File: config.mk
export PLATFORM = sky130hd
export DESIGN_NAME = xld_decoder
export DESIGN_NICKNAME = d
export VERILOG_FILES = /design/src/rtl/xld_pkg.sv /design/src/rtl/xld_byte_class.sv /design/src/rtl/xld_op_table.sv /design/src/rtl/xld_ea_len.sv /design/src/rtl/xld_decoder.sv
export SDC_FILE = /design/constraint.sdc
export NUM_CORES = 1
export LEC_CHECK = 0
export ABC_AREA = 1
export CORE_UTILIZATION = 40
export CTS_BUF_LIST = sky130_fd_sc_hd__clkbuf_4 sky130_fd_sc_hd__clkbuf_8 sky130_fd_sc_hd__clkbuf_16
export DETAILED_ROUTE_END_ITERATION = 10
export PLACE_DENSITY = 0.62
export SLEW_MARGIN = 0
export SYNTH_ARGS = -nofsm -noshare
export SYNTH_HDL_FRONTEND = slang
export SYNTH_SLANG_ARGS = --single-unit
File: constraint.sdc
create_clock -name clk -period 5.25 [get_ports clk]
set_input_delay 1.05 -clock clk [delete_from_list [all_inputs] [get_ports clk]]
set_output_delay 1.05 -clock clk [all_outputs]
set_load 0.005 [all_outputs]
File: src/rtl/xld_pkg.sv
package xld_pkg;

    typedef enum logic [2:0] {
        ST_PFX   = 3'd0,
        ST_OPC   = 3'd1,
        ST_ESC   = 3'd2,
        ST_ESC3  = 3'd3,
        ST_MODRM = 3'd4,
        ST_SIB   = 3'd5,
        ST_DISP  = 3'd6
    } st_e;

    typedef enum logic [1:0] {
        MAP_1B   = 2'd0,
        MAP_0F   = 2'd1,
        MAP_0F38 = 2'd2,
        MAP_0F3A = 2'd3
    } map_e;

    typedef enum logic [2:0] {
        PK_NONE  = 3'd0,
        PK_LOCK  = 3'd1,
        PK_REP   = 3'd2,
        PK_REPNE = 3'd3,
        PK_SEG   = 3'd4,
        PK_OPSZ  = 3'd5,
        PK_ADSZ  = 3'd6
    } pfx_kind_e;

    localparam logic [1:0] REP_F3  = 2'd1;
    localparam logic [1:0] REP_F2  = 2'd2;
    localparam logic [1:0] MAND_66 = 2'd1;
    localparam logic [1:0] MAND_F3 = 2'd2;
    localparam logic [1:0] MAND_F2 = 2'd3;

    typedef struct packed {
        logic       lock;
        logic [1:0] rep;
        logic [2:0] seg;
        logic       opsz;
        logic       adsz;
        logic [1:0] mand;
        logic       rex_vld;
        logic [3:0] rex;
        map_e       map;
        logic [7:0] opc;
        logic       has_modrm;
        logic       has_sib;
        logic [1:0] mod_f;
        logic [3:0] reg_f;
        logic [2:0] rm_f;
        logic [2:0] disp;
        logic       unknown;
        logic       toolong;
    } rec_t;

endpackage

File: src/rtl/xld_byte_class.sv
module xld_byte_class
    import xld_pkg::*;
(
    input  logic [7:0] byte_i,
    output pfx_kind_e  kind_o,
    output logic [2:0] seg_o,
    output logic       is_rex_o,
    output logic       is_esc_o
);
    always_comb begin
        kind_o = PK_NONE;
        seg_o  = 3'd0;
        case (byte_i)
            8'hF0: kind_o = PK_LOCK;
            8'hF3: kind_o = PK_REP;
            8'hF2: kind_o = PK_REPNE;
            8'h66: kind_o = PK_OPSZ;
            8'h67: kind_o = PK_ADSZ;
            8'h26: begin kind_o = PK_SEG; seg_o = 3'd1; end
            8'h2E: begin kind_o = PK_SEG; seg_o = 3'd2; end
            8'h36: begin kind_o = PK_SEG; seg_o = 3'd3; end
            8'h3E: begin kind_o = PK_SEG; seg_o = 3'd4; end
            8'h64: begin kind_o = PK_SEG; seg_o = 3'd5; end
            8'h65: begin kind_o = PK_SEG; seg_o = 3'd6; end
            default: ;
        endcase
    end

    assign is_rex_o = (byte_i[7:4] == 4'h4);
    assign is_esc_o = (byte_i == 8'h0F);
endmodule

File: src/rtl/xld_op_table.sv
module xld_op_table
    import xld_pkg::*;
(
    input  map_e       map_i,
    input  logic [7:0] opc_i,
    output logic       known_o,
    output logic       modrm_o
);
    localparam int N_OPS = 9;
    localparam int ENT_W = 11;
    // entry: {map[1:0], opcode[7:0], needs_modrm}
    localparam logic [N_OPS*ENT_W-1:0] TAB = {
        {2'd0, 8'h90, 1'b0},
        {2'd0, 8'hC3, 1'b0},
        {2'd0, 8'h89, 1'b1},
        {2'd0, 8'h31, 1'b1},
        {2'd1, 8'h28, 1'b1},
        {2'd1, 8'h54, 1'b1},
        {2'd1, 8'h58, 1'b1},
        {2'd1, 8'h59, 1'b1},
        {2'd1, 8'hE6, 1'b1}
    };

    logic [N_OPS-1:0] hit;
    logic [N_OPS-1:0] mrm;

    for (genvar i = 0; i < N_OPS; i++) begin : g_ent
        localparam logic [ENT_W-1:0] ENT = TAB[i*ENT_W +: ENT_W];
        assign hit[i] = (2'(map_i) == ENT[10:9]) && (opc_i == ENT[8:1]);
        assign mrm[i] = hit[i] & ENT[0];
    end

    assign known_o = |hit;
    assign modrm_o = |mrm;
endmodule

File: src/rtl/xld_ea_len.sv
module xld_ea_len (
    input  logic       sib_stage_i,
    input  logic [1:0] mod_i,
    input  logic [2:0] low3_i,
    output logic       need_sib_o,
    output logic [2:0] disp_o
);
    // low3_i is r/m on the ModR/M byte and the base field on the SIB byte
    always_comb begin
        need_sib_o = !sib_stage_i && (mod_i != 2'd3) && (low3_i == 3'd4);
        case (mod_i)
            2'd1:    disp_o = 3'd1;
            2'd2:    disp_o = 3'd4;
            2'd0:    disp_o = (low3_i == 3'd5) ? 3'd4 : 3'd0;
            default: disp_o = 3'd0;
        endcase
    end
endmodule

File: src/rtl/xld_decoder.sv
module xld_decoder
    import xld_pkg::*;
#(
    parameter  int MAX_LEN = 15,
    localparam int LEN_W   = $clog2(MAX_LEN + 1)
) (
    input  logic             clk,
    input  logic             rst_n,
    input  logic             in_valid,
    output logic             in_ready,
    input  logic [7:0]       in_byte,
    output logic             rec_valid,
    input  logic             rec_ready,
    output logic [LEN_W-1:0] rec_len,
    output logic             rec_lock,
    output logic [1:0]       rec_rep,
    output logic [2:0]       rec_seg,
    output logic             rec_opsz,
    output logic             rec_adsz,
    output logic [1:0]       rec_mand,
    output logic             rec_rex_vld,
    output logic [3:0]       rec_rex,
    output logic [1:0]       rec_map,
    output logic [7:0]       rec_opcode,
    output logic             rec_has_modrm,
    output logic             rec_has_sib,
    output logic [1:0]       rec_mod,
    output logic [3:0]       rec_reg,
    output logic [2:0]       rec_rm,
    output logic [2:0]       rec_disp,
    output logic             rec_unknown,
    output logic             rec_toolong
);
    typedef struct packed {
        st_e              st;
        logic [LEN_W-1:0] cnt;
        logic [1:0]       mand_cand;
        logic [2:0]       disp_left;
        rec_t             cur;
        logic             out_vld;
        logic [LEN_W-1:0] out_len;
        rec_t             out;
    } state_t;

    state_t q, d;

    pfx_kind_e  pk;
    logic [2:0] seg_code;
    logic       is_rex, is_esc;
    map_e       map_sel;
    logic       op_known, op_mrm;
    logic       ea_sib_stage, ea_need_sib;
    logic [1:0] ea_mod;
    logic [2:0] ea_disp;
    logic       accept;

    xld_byte_class u_class (
        .byte_i  (in_byte),
        .kind_o  (pk),
        .seg_o   (seg_code),
        .is_rex_o(is_rex),
        .is_esc_o(is_esc)
    );

    always_comb begin
        case (q.st)
            ST_ESC:  map_sel = MAP_0F;
            ST_ESC3: map_sel = q.cur.map;
            default: map_sel = MAP_1B;
        endcase
    end

    xld_op_table u_table (
        .map_i  (map_sel),
        .opc_i  (in_byte),
        .known_o(op_known),
        .modrm_o(op_mrm)
    );

    assign ea_sib_stage = (q.st == ST_SIB);
    assign ea_mod       = ea_sib_stage ? q.cur.mod_f : in_byte[7:6];

    xld_ea_len u_ea (
        .sib_stage_i(ea_sib_stage),
        .mod_i      (ea_mod),
        .low3_i     (in_byte[2:0]),
        .need_sib_o (ea_need_sib),
        .disp_o     (ea_disp)
    );

    assign in_ready = !q.out_vld || rec_ready;
    assign accept   = in_valid && in_ready;

    rec_t             rec_n;
    logic             done, take_opc, go_esc;
    logic [LEN_W-1:0] nc;

    always_comb begin
        d        = q;
        rec_n    = q.cur;
        done     = 1'b0;
        take_opc = 1'b0;
        go_esc   = 1'b0;
        nc       = q.cnt + LEN_W'(1);

        if (q.out_vld && rec_ready) d.out_vld = 1'b0;

        if (accept) begin
            case (q.st)
                ST_PFX: begin
                    if (pk != PK_NONE) begin
                        case (pk)
                            PK_LOCK:  rec_n.lock = 1'b1;
                            PK_REP:   begin rec_n.rep = REP_F3; d.mand_cand = MAND_F3; end
                            PK_REPNE: begin rec_n.rep = REP_F2; d.mand_cand = MAND_F2; end
                            PK_SEG:   rec_n.seg = seg_code;
                            PK_OPSZ:  begin rec_n.opsz = 1'b1; d.mand_cand = MAND_66; end
                            PK_ADSZ:  rec_n.adsz = 1'b1;
                            default: ;
                        endcase
                    end else if (is_rex) begin
                        rec_n.rex_vld = 1'b1;
                        rec_n.rex     = in_byte[3:0];
                        d.st          = ST_OPC;
                    end else if (is_esc) begin
                        go_esc = 1'b1;
                    end else begin
                        take_opc = 1'b1;
                    end
                end
                ST_OPC: begin
                    if (is_esc) go_esc = 1'b1;
                    else        take_opc = 1'b1;
                end
                ST_ESC: begin
                    if (in_byte == 8'h38) begin
                        rec_n.map = MAP_0F38;
                        d.st      = ST_ESC3;
                    end else if (in_byte == 8'h3A) begin
                        rec_n.map = MAP_0F3A;
                        d.st      = ST_ESC3;
                    end else begin
                        take_opc = 1'b1;
                    end
                end
                ST_ESC3: take_opc = 1'b1;
                ST_MODRM: begin
                    rec_n.has_modrm = 1'b1;
                    rec_n.mod_f     = in_byte[7:6];
                    rec_n.reg_f     = {q.cur.rex[2], in_byte[5:3]};
                    rec_n.rm_f      = in_byte[2:0];
                    if (ea_need_sib) begin
                        d.st = ST_SIB;
                    end else if (ea_disp != 3'd0) begin
                        rec_n.disp  = ea_disp;
                        d.disp_left = ea_disp;
                        d.st        = ST_DISP;
                    end else begin
                        done = 1'b1;
                    end
                end
                ST_SIB: begin
                    rec_n.has_sib = 1'b1;
                    rec_n.disp    = ea_disp;
                    if (ea_disp != 3'd0) begin
                        d.disp_left = ea_disp;
                        d.st        = ST_DISP;
                    end else begin
                        done = 1'b1;
                    end
                end
                ST_DISP: begin
                    if (q.disp_left == 3'd1) done = 1'b1;
                    else d.disp_left = q.disp_left - 3'd1;
                end
                default: ;
            endcase

            if (go_esc) begin
                rec_n.mand = q.mand_cand;
                if (q.mand_cand == MAND_66) rec_n.opsz = 1'b0;
                if (q.mand_cand == MAND_F3 || q.mand_cand == MAND_F2) rec_n.rep = 2'd0;
                rec_n.map = MAP_0F;
                d.st      = ST_ESC;
            end

            if (take_opc) begin
                rec_n.map = map_sel;
                rec_n.opc = in_byte;
                if (!op_known) begin
                    rec_n.unknown = 1'b1;
                    done          = 1'b1;
                end else if (!op_mrm) begin
                    done = 1'b1;
                end else begin
                    d.st = ST_MODRM;
                end
            end

            if (done || nc == LEN_W'(MAX_LEN)) begin
                d.out_vld     = 1'b1;
                d.out         = rec_n;
                d.out.toolong = !done;
                d.out_len     = nc;
                d.st          = ST_PFX;
                d.cnt         = '0;
                d.mand_cand   = 2'd0;
                d.disp_left   = 3'd0;
                d.cur         = '0;
            end else begin
                d.cur = rec_n;
                d.cnt = nc;
            end
        end
    end

    always_ff @(posedge clk) begin
        if (!rst_n) q <= '0;
        else        q <= d;
    end

    assign rec_valid     = q.out_vld;
    assign rec_len       = q.out_len;
    assign rec_lock      = q.out.lock;
    assign rec_rep       = q.out.rep;
    assign rec_seg       = q.out.seg;
    assign rec_opsz      = q.out.opsz;
    assign rec_adsz      = q.out.adsz;
    assign rec_mand      = q.out.mand;
    assign rec_rex_vld   = q.out.rex_vld;
    assign rec_rex       = q.out.rex;
    assign rec_map       = q.out.map;
    assign rec_opcode    = q.out.opc;
    assign rec_has_modrm = q.out.has_modrm;
    assign rec_has_sib   = q.out.has_sib;
    assign rec_mod       = q.out.mod_f;
    assign rec_reg       = q.out.reg_f;
    assign rec_rm        = q.out.rm_f;
    assign rec_disp      = q.out.disp;
    assign rec_unknown   = q.out.unknown;
    assign rec_toolong   = q.out.toolong;
endmodule

## Yosys cells after proc, flatten, opt, wreduce, memory -nomap -nowiden

Cells that the tools add are included.

| storage, ports and cells | value |
|---|---|
| flip-flop bits (word level) | 98 |
| bits of input ports | 12 |
| output and inout port bits | 47 |

| cells by class | value |
|---|---|
| add/subtract/negate cells | 2 |
| eq/ne operators | 49 |
| multiplexer cells | 79 |
| reductions and logical operators | 34 |

Operators by type and width:

| operator | number |
|---|---|
| $mux W46 | 2 |
| $eq A8 B6 Y1 const B | 8 |
| $eq A8 B7 Y1 const B | 7 |
| $eq A8 B8 Y1 const B | 7 |
| $mux W3 | 18 |
| $mux W41 | 1 |
| $pmux W3 S6 | 2 |
| $mux W1 | 27 |
| $eq A3 B3 Y1 const B | 8 |
| $mux W2 | 10 |
| $mux W5 | 4 |
| $pmux W3 S3 | 2 |
| $mux W8 | 2 |
| $logic_and A1 B1 Y1 | 13 |
| $eq A3 B2 Y1 const B | 4 |
| $pmux W3 S4 | 1 |
| $mux W10 | 1 |
| $eq A3 B1 Y1 const B | 3 |
| $mux W9 | 1 |
| $reduce_or A9 Y1 | 1 |
| $eq A8 B4 Y1 const B | 1 |
| $pmux W2 S2 | 2 |
| $reduce_and A4 Y1 | 2 |
| $reduce_bool A4 Y1 | 2 |
| 23 further kinds | 35 |

## Depth between registers and ports, before layout

| logic depth | value |
|---|---|
| depth after elaboration | 15 |
| gate-level depth with buffers | 18 |
| gate-level depth less buffers | 16 |

## Cells and area by module

Synthesis repeated with hierarchy kept, for this count alone.

| second synthesis, totals | value |
|---|---|
| cell total of the unflattened synthesis | 804 |
| area, all modules | 5282.6 sq um |

Modules (own cells, without submodules):

| module | times used | cells each | area an instance (sq um) | sequential area each (sq um) |
|---|---|---|---|---|
| xld_decoder | 1 | 683 | 4748.3 | 1961.9 |
| xld_byte_class | 1 | 52 | 237.7 | 0.0 |
| xld_op_table | 1 | 53 | 229.0 | 0.0 |
| xld_ea_len | 1 | 16 | 67.6 | 0.0 |

## Worst setup path after synthesis

No wires, ideal clock.

| timing | value |
|---|---|
| path type | input to register |
| start | input port in_byte[2] |
| end | register q, in the netlist rec_disp[1] |
| setup time | 119 ps |
| data arrival time | 2638 ps |
| slack | 2493 ps |
| cell stages on the path | 15 |
| buffers on the path | 3 |
| cell sequence | buf_2 -> nor2_1 -> inv_1 -> nor3_2 -> nor3_1 -> a21oi_2 -> nand2_2 -> nand2_4 -> nand3_4 -> nand2_4 -> inv_2 -> buf_6 -> buf_6 -> nor2_1 -> a21oi_2 |

| between the ends | value |
|---|---|
| longest elaborated chain between the ends | 13 |
| elaborated cells on any way between the ends | 62 |
| classes of those cells | eq/ne: 25; mux: 20; reduce/logical: 17 |

RTL lines:

| what | line | RTL |
|---|---|---|
| start, declared | xld_decoder.sv:11 | `input logic [7:0] in_byte,` |
| $eq A3 B3 Y1 | xld_ea_len.sv:14 | `2'd0: disp_o = (low3_i == 3'd5) ? 3'd4 : 3'd0;` |
| $mux W3 | xld_ea_len.sv:14 |  |
| $pmux W3 S3 | xld_ea_len.sv:11 | `case (mod_i)` |
| $reduce_bool A3 Y1 | xld_decoder.sv:154, xld_decoder.sv:165 |  |
| $mux W1 | xld_decoder.sv:154, xld_decoder.sv:165 |  |
| $mux W1 | xld_decoder.sv:152 | `if (ea_need_sib) begin` |
| $pmux W1 S3 | xld_decoder.sv:109 | `case (q.st)` |
| $mux W1 | xld_decoder.sv:193 | `end else if (!op_mrm) begin` |
| $mux W1 | xld_decoder.sv:190 | `if (!op_known) begin` |
| $mux W1 | xld_decoder.sv:187 | `if (take_opc) begin` |
| $mux W1 | xld_decoder.sv:108 | `if (accept) begin` |
| $logic_or A1 B1 Y1 | xld_decoder.sv:200 | `if (done \|\| nc == LEN_W'(MAX_LEN)) begin` |
| $reduce_and A2 Y1 (no line) | - |  |
| end signal, assigned | xld_decoder.sv:218 | `if (!rst_n) q <= '0;` |
| end signal, assigned | xld_decoder.sv:219 | `else q <= d;` |
| end, declared | xld_decoder.sv:45 | `state_t q, d;` |

Parallel ways exist; a longest one is shown, timed or not. The select of a mux whose other input is x is not followed.
A chain may end at the register's enable or synchronous reset.

## Worst setup path in the final report

| timing | value |
|---|---|
| start | input port in_byte[2] |
| end | register q, in the netlist rec_opcode[5] |

Same word-level chain as after synthesis.

==> results.yml <==
power_and_ir_drop:
  p_leak_nw: 2.48
  power_density_nw_per_um2: 283
  ir_drop_mv: 0.136
setup_path:
  cp_max_fo: 34
  end_kind: "flip-flop"
  arrival_ps: 4410
  critPathKind: "input port to flip-flop"
  startpoint_type: "input port"
  worst_ep_required_time_ps: 5500
synth:
  ys_types: 44
  synth.area.top_cells: "dfxtp_1 37%, nand2_1 13%, nor2_1 11%, buf_4 5.4%, o21ai_0 4.9%"
  syn_area_um2: 5240
  synthFlopType: "dfxtp_1"
  syn_area_per_cell_um2: 6.74
  synthesis.nets: 794
  seq_area_frac_synth_pct: 37.4
  ys_seq_elements: 98
  synth_warnings: 0
  yosysTopAreaCell: "dfxtp_1"
  yosysMostFrequentCell: "nand2_1"
  syn_inst: 778
  yosys.area.top_type_share_pct: 37.4
  ys_top_cells_by_count: "185 x nand2_1, 156 x nor2_1, 98 x dfxtp_1, 55 x inv_1, 51 x o21ai_0"
  async_flop_share_pct: 0
  synth_edf_count: 0
grt:
  grt_pass1_wl_um: 21400
  grt_overflow: 0
  met1_usage_pct: 29.0
  busiest_layer: "met2"
  first_global_vias: 4276
  antenna_found_initial: 0
  use_met2_pct: 31.7
  grt.met3_usage_pct: 3.89
  track_usage_pct: 20.7
  grt_start_max_net_pins: 43
cts:
  ctsHoldBuffers: 0
  cts_root_buf: "clkbuf_16"
  insertion_delay_ps: 350
  clock_path_buffers: 2
  cts_sinks: 98
  path_clk_slew_ps: 70
  h-tree-depth: 3
  cts_tree: "done"
  cts_resized: 0
  cts_made_buffers: 9
  postCtsSetupBuffers: 0
floorplanning:
  pin_count: 59
  design.die.area_um2: 13600
  die_h_um: 116
  initial_utilization_pct: 41.2
  rows: 41
  die_w_um: 116
  fp.coreArea_um2: 12700
drt:
  routed_via_density: 4.90
  dr.first_iter.drc_count: 326
  drcViolationCount: 0
  ant_nets: 0
  wirelength_um: 13100
  wl_per_cell_um: 13.7
  vias: 4707
  dr.pass1.iters: 5
timing:
  min_period_ps: 4160
  fin_setup_tns_ps: 0
  fmax_ghz: 0.241
  post-route-period-util_pct: 79.2
  slew_headroom_pct: 30.9
  setup-violations-final: 0
  worst_pin_slew_ps: 1030
  fin_ws_ps: 1090
  hold_viol_final: 0
  rsz0062_at_grt: "no"
  slew_violations: 0
  finClkSkew_ps: 5.87
placement:
  pre_cts_slack_ps: 743
  gp_congestion: 0.913
  io_buffers: 58
  placed_area_um2: 5630
  hpwl_um: 9420
cells_and_area:
  layout-drive-gt1-share_pct: 7.61
  final_cell_area_um2: 5910
  largest_reg_flops: 52
  final_nets: 799
  top_register: "q"
  syn_to_final_growth_pct: 12.8
  diodes: 0
status:
  status: "complete, no violations"
worst_hold_path:
  hp-class: "flip-flop to flip-flop"
run:
  maxCapViolCount: 0
worst paths after layout:
kind / startpoint / end / slack, ps / depth (start not counted)
setup / recovery: in_byte[2] / rec_opcode[5] / 1090 / 17
hold reg to reg: q[49] / q[49] / 460 / 2
setup reg to reg: q[98] / rec_opcode[5] / 2120 / 13
hold / removal: q[49] / q[49] / 460 / 2
report_power, final:
part / internal [W] / switching, W / leakage, nW
clock network: 0.000340 / 0.000301 / 0.137
registers: 0.000777 / 0.0000165 / 0.799
logic: 0.0000996 / 0.000140 / 1.54
logic make-up (layout without fill, tap and decap cells):
group | count (synthesis) | after routing | synth area share, %
compound gates | 133 | 133 | 14.9
xor+xnor | 3 | 3 | 0.501
fa+ha+maj | 4 | 4 | 0.955
buf+inv | 136 | 146 | 13.5
flops | 98 | 98 | 37.4
simple gates | 404 | 404 | 32.7
placed cells by master (no fill, tap or decap), types with 5 or more instances in the layout:
master and instances:
o211ai_1 6, nand2_2 5, nor3_1 9, inv_2 9, nand3_1 24, nor2_1 156, dfxtp_1 98, buf_4 6
clkbuf_16 9, clkdlybuf4s50_1 58, a21oi_1 41, inv_1 55, o21a_1 19, o21ai_0 51, nand2_1 185
through the flow:
step	hold slack, ps	utilization (%)	power, W	std cells
2_1_floorplan	437	-	0.000983	778
3_3_place_gp	449	44.2	0.00105	944
3_5_place_dp	453	44.2	0.00105	944
4_1_cts	462	46.5	0.00170	960
5_1_grt	476	46.5	0.00176	960
6_report	464	46.5	0.00168	960
critical path, stage by stage:
cell	delay [ps]
clkdlybuf4s50_1	710
inv_2	110
nand2_1	140
nor2_1	90
nand3_1	170
nand3_1	110
nor2_2	130
nand4_1	140
nand2_2	350
nand2_4	140
nand3_4	110
nand2_4	210
inv_2	350
buf_4	340
nand2_1	100
nand2_1	80
nor2_1	40
area by class of cell:
cell class	count	area, um^2
Fill cell	1343	6810
Multi-Input combinational cell	544	2570
Sequential cell	98	1960
Timing Repair Buffer	64	626
Inverter	66	249
Clock buffer	10	239
Tap cell	172	215
Clock inverter	6	48.8
routing by layer:
| metal | wire (um) | up-vias | share of wire [%] |
|---|---|---|---|
| met3 | 652 | 21 | 5.0 |
| met5 | 0 | - | 0 |
| met2 | 5810 | 116 | 44 |
| met4 | 227 | 0 | 1.7 |
| met1 | 6420 | 2126 | 49 |
| li1 | - | 2444 | - |
No activity file was read; power rests on OpenSTA's default activity.
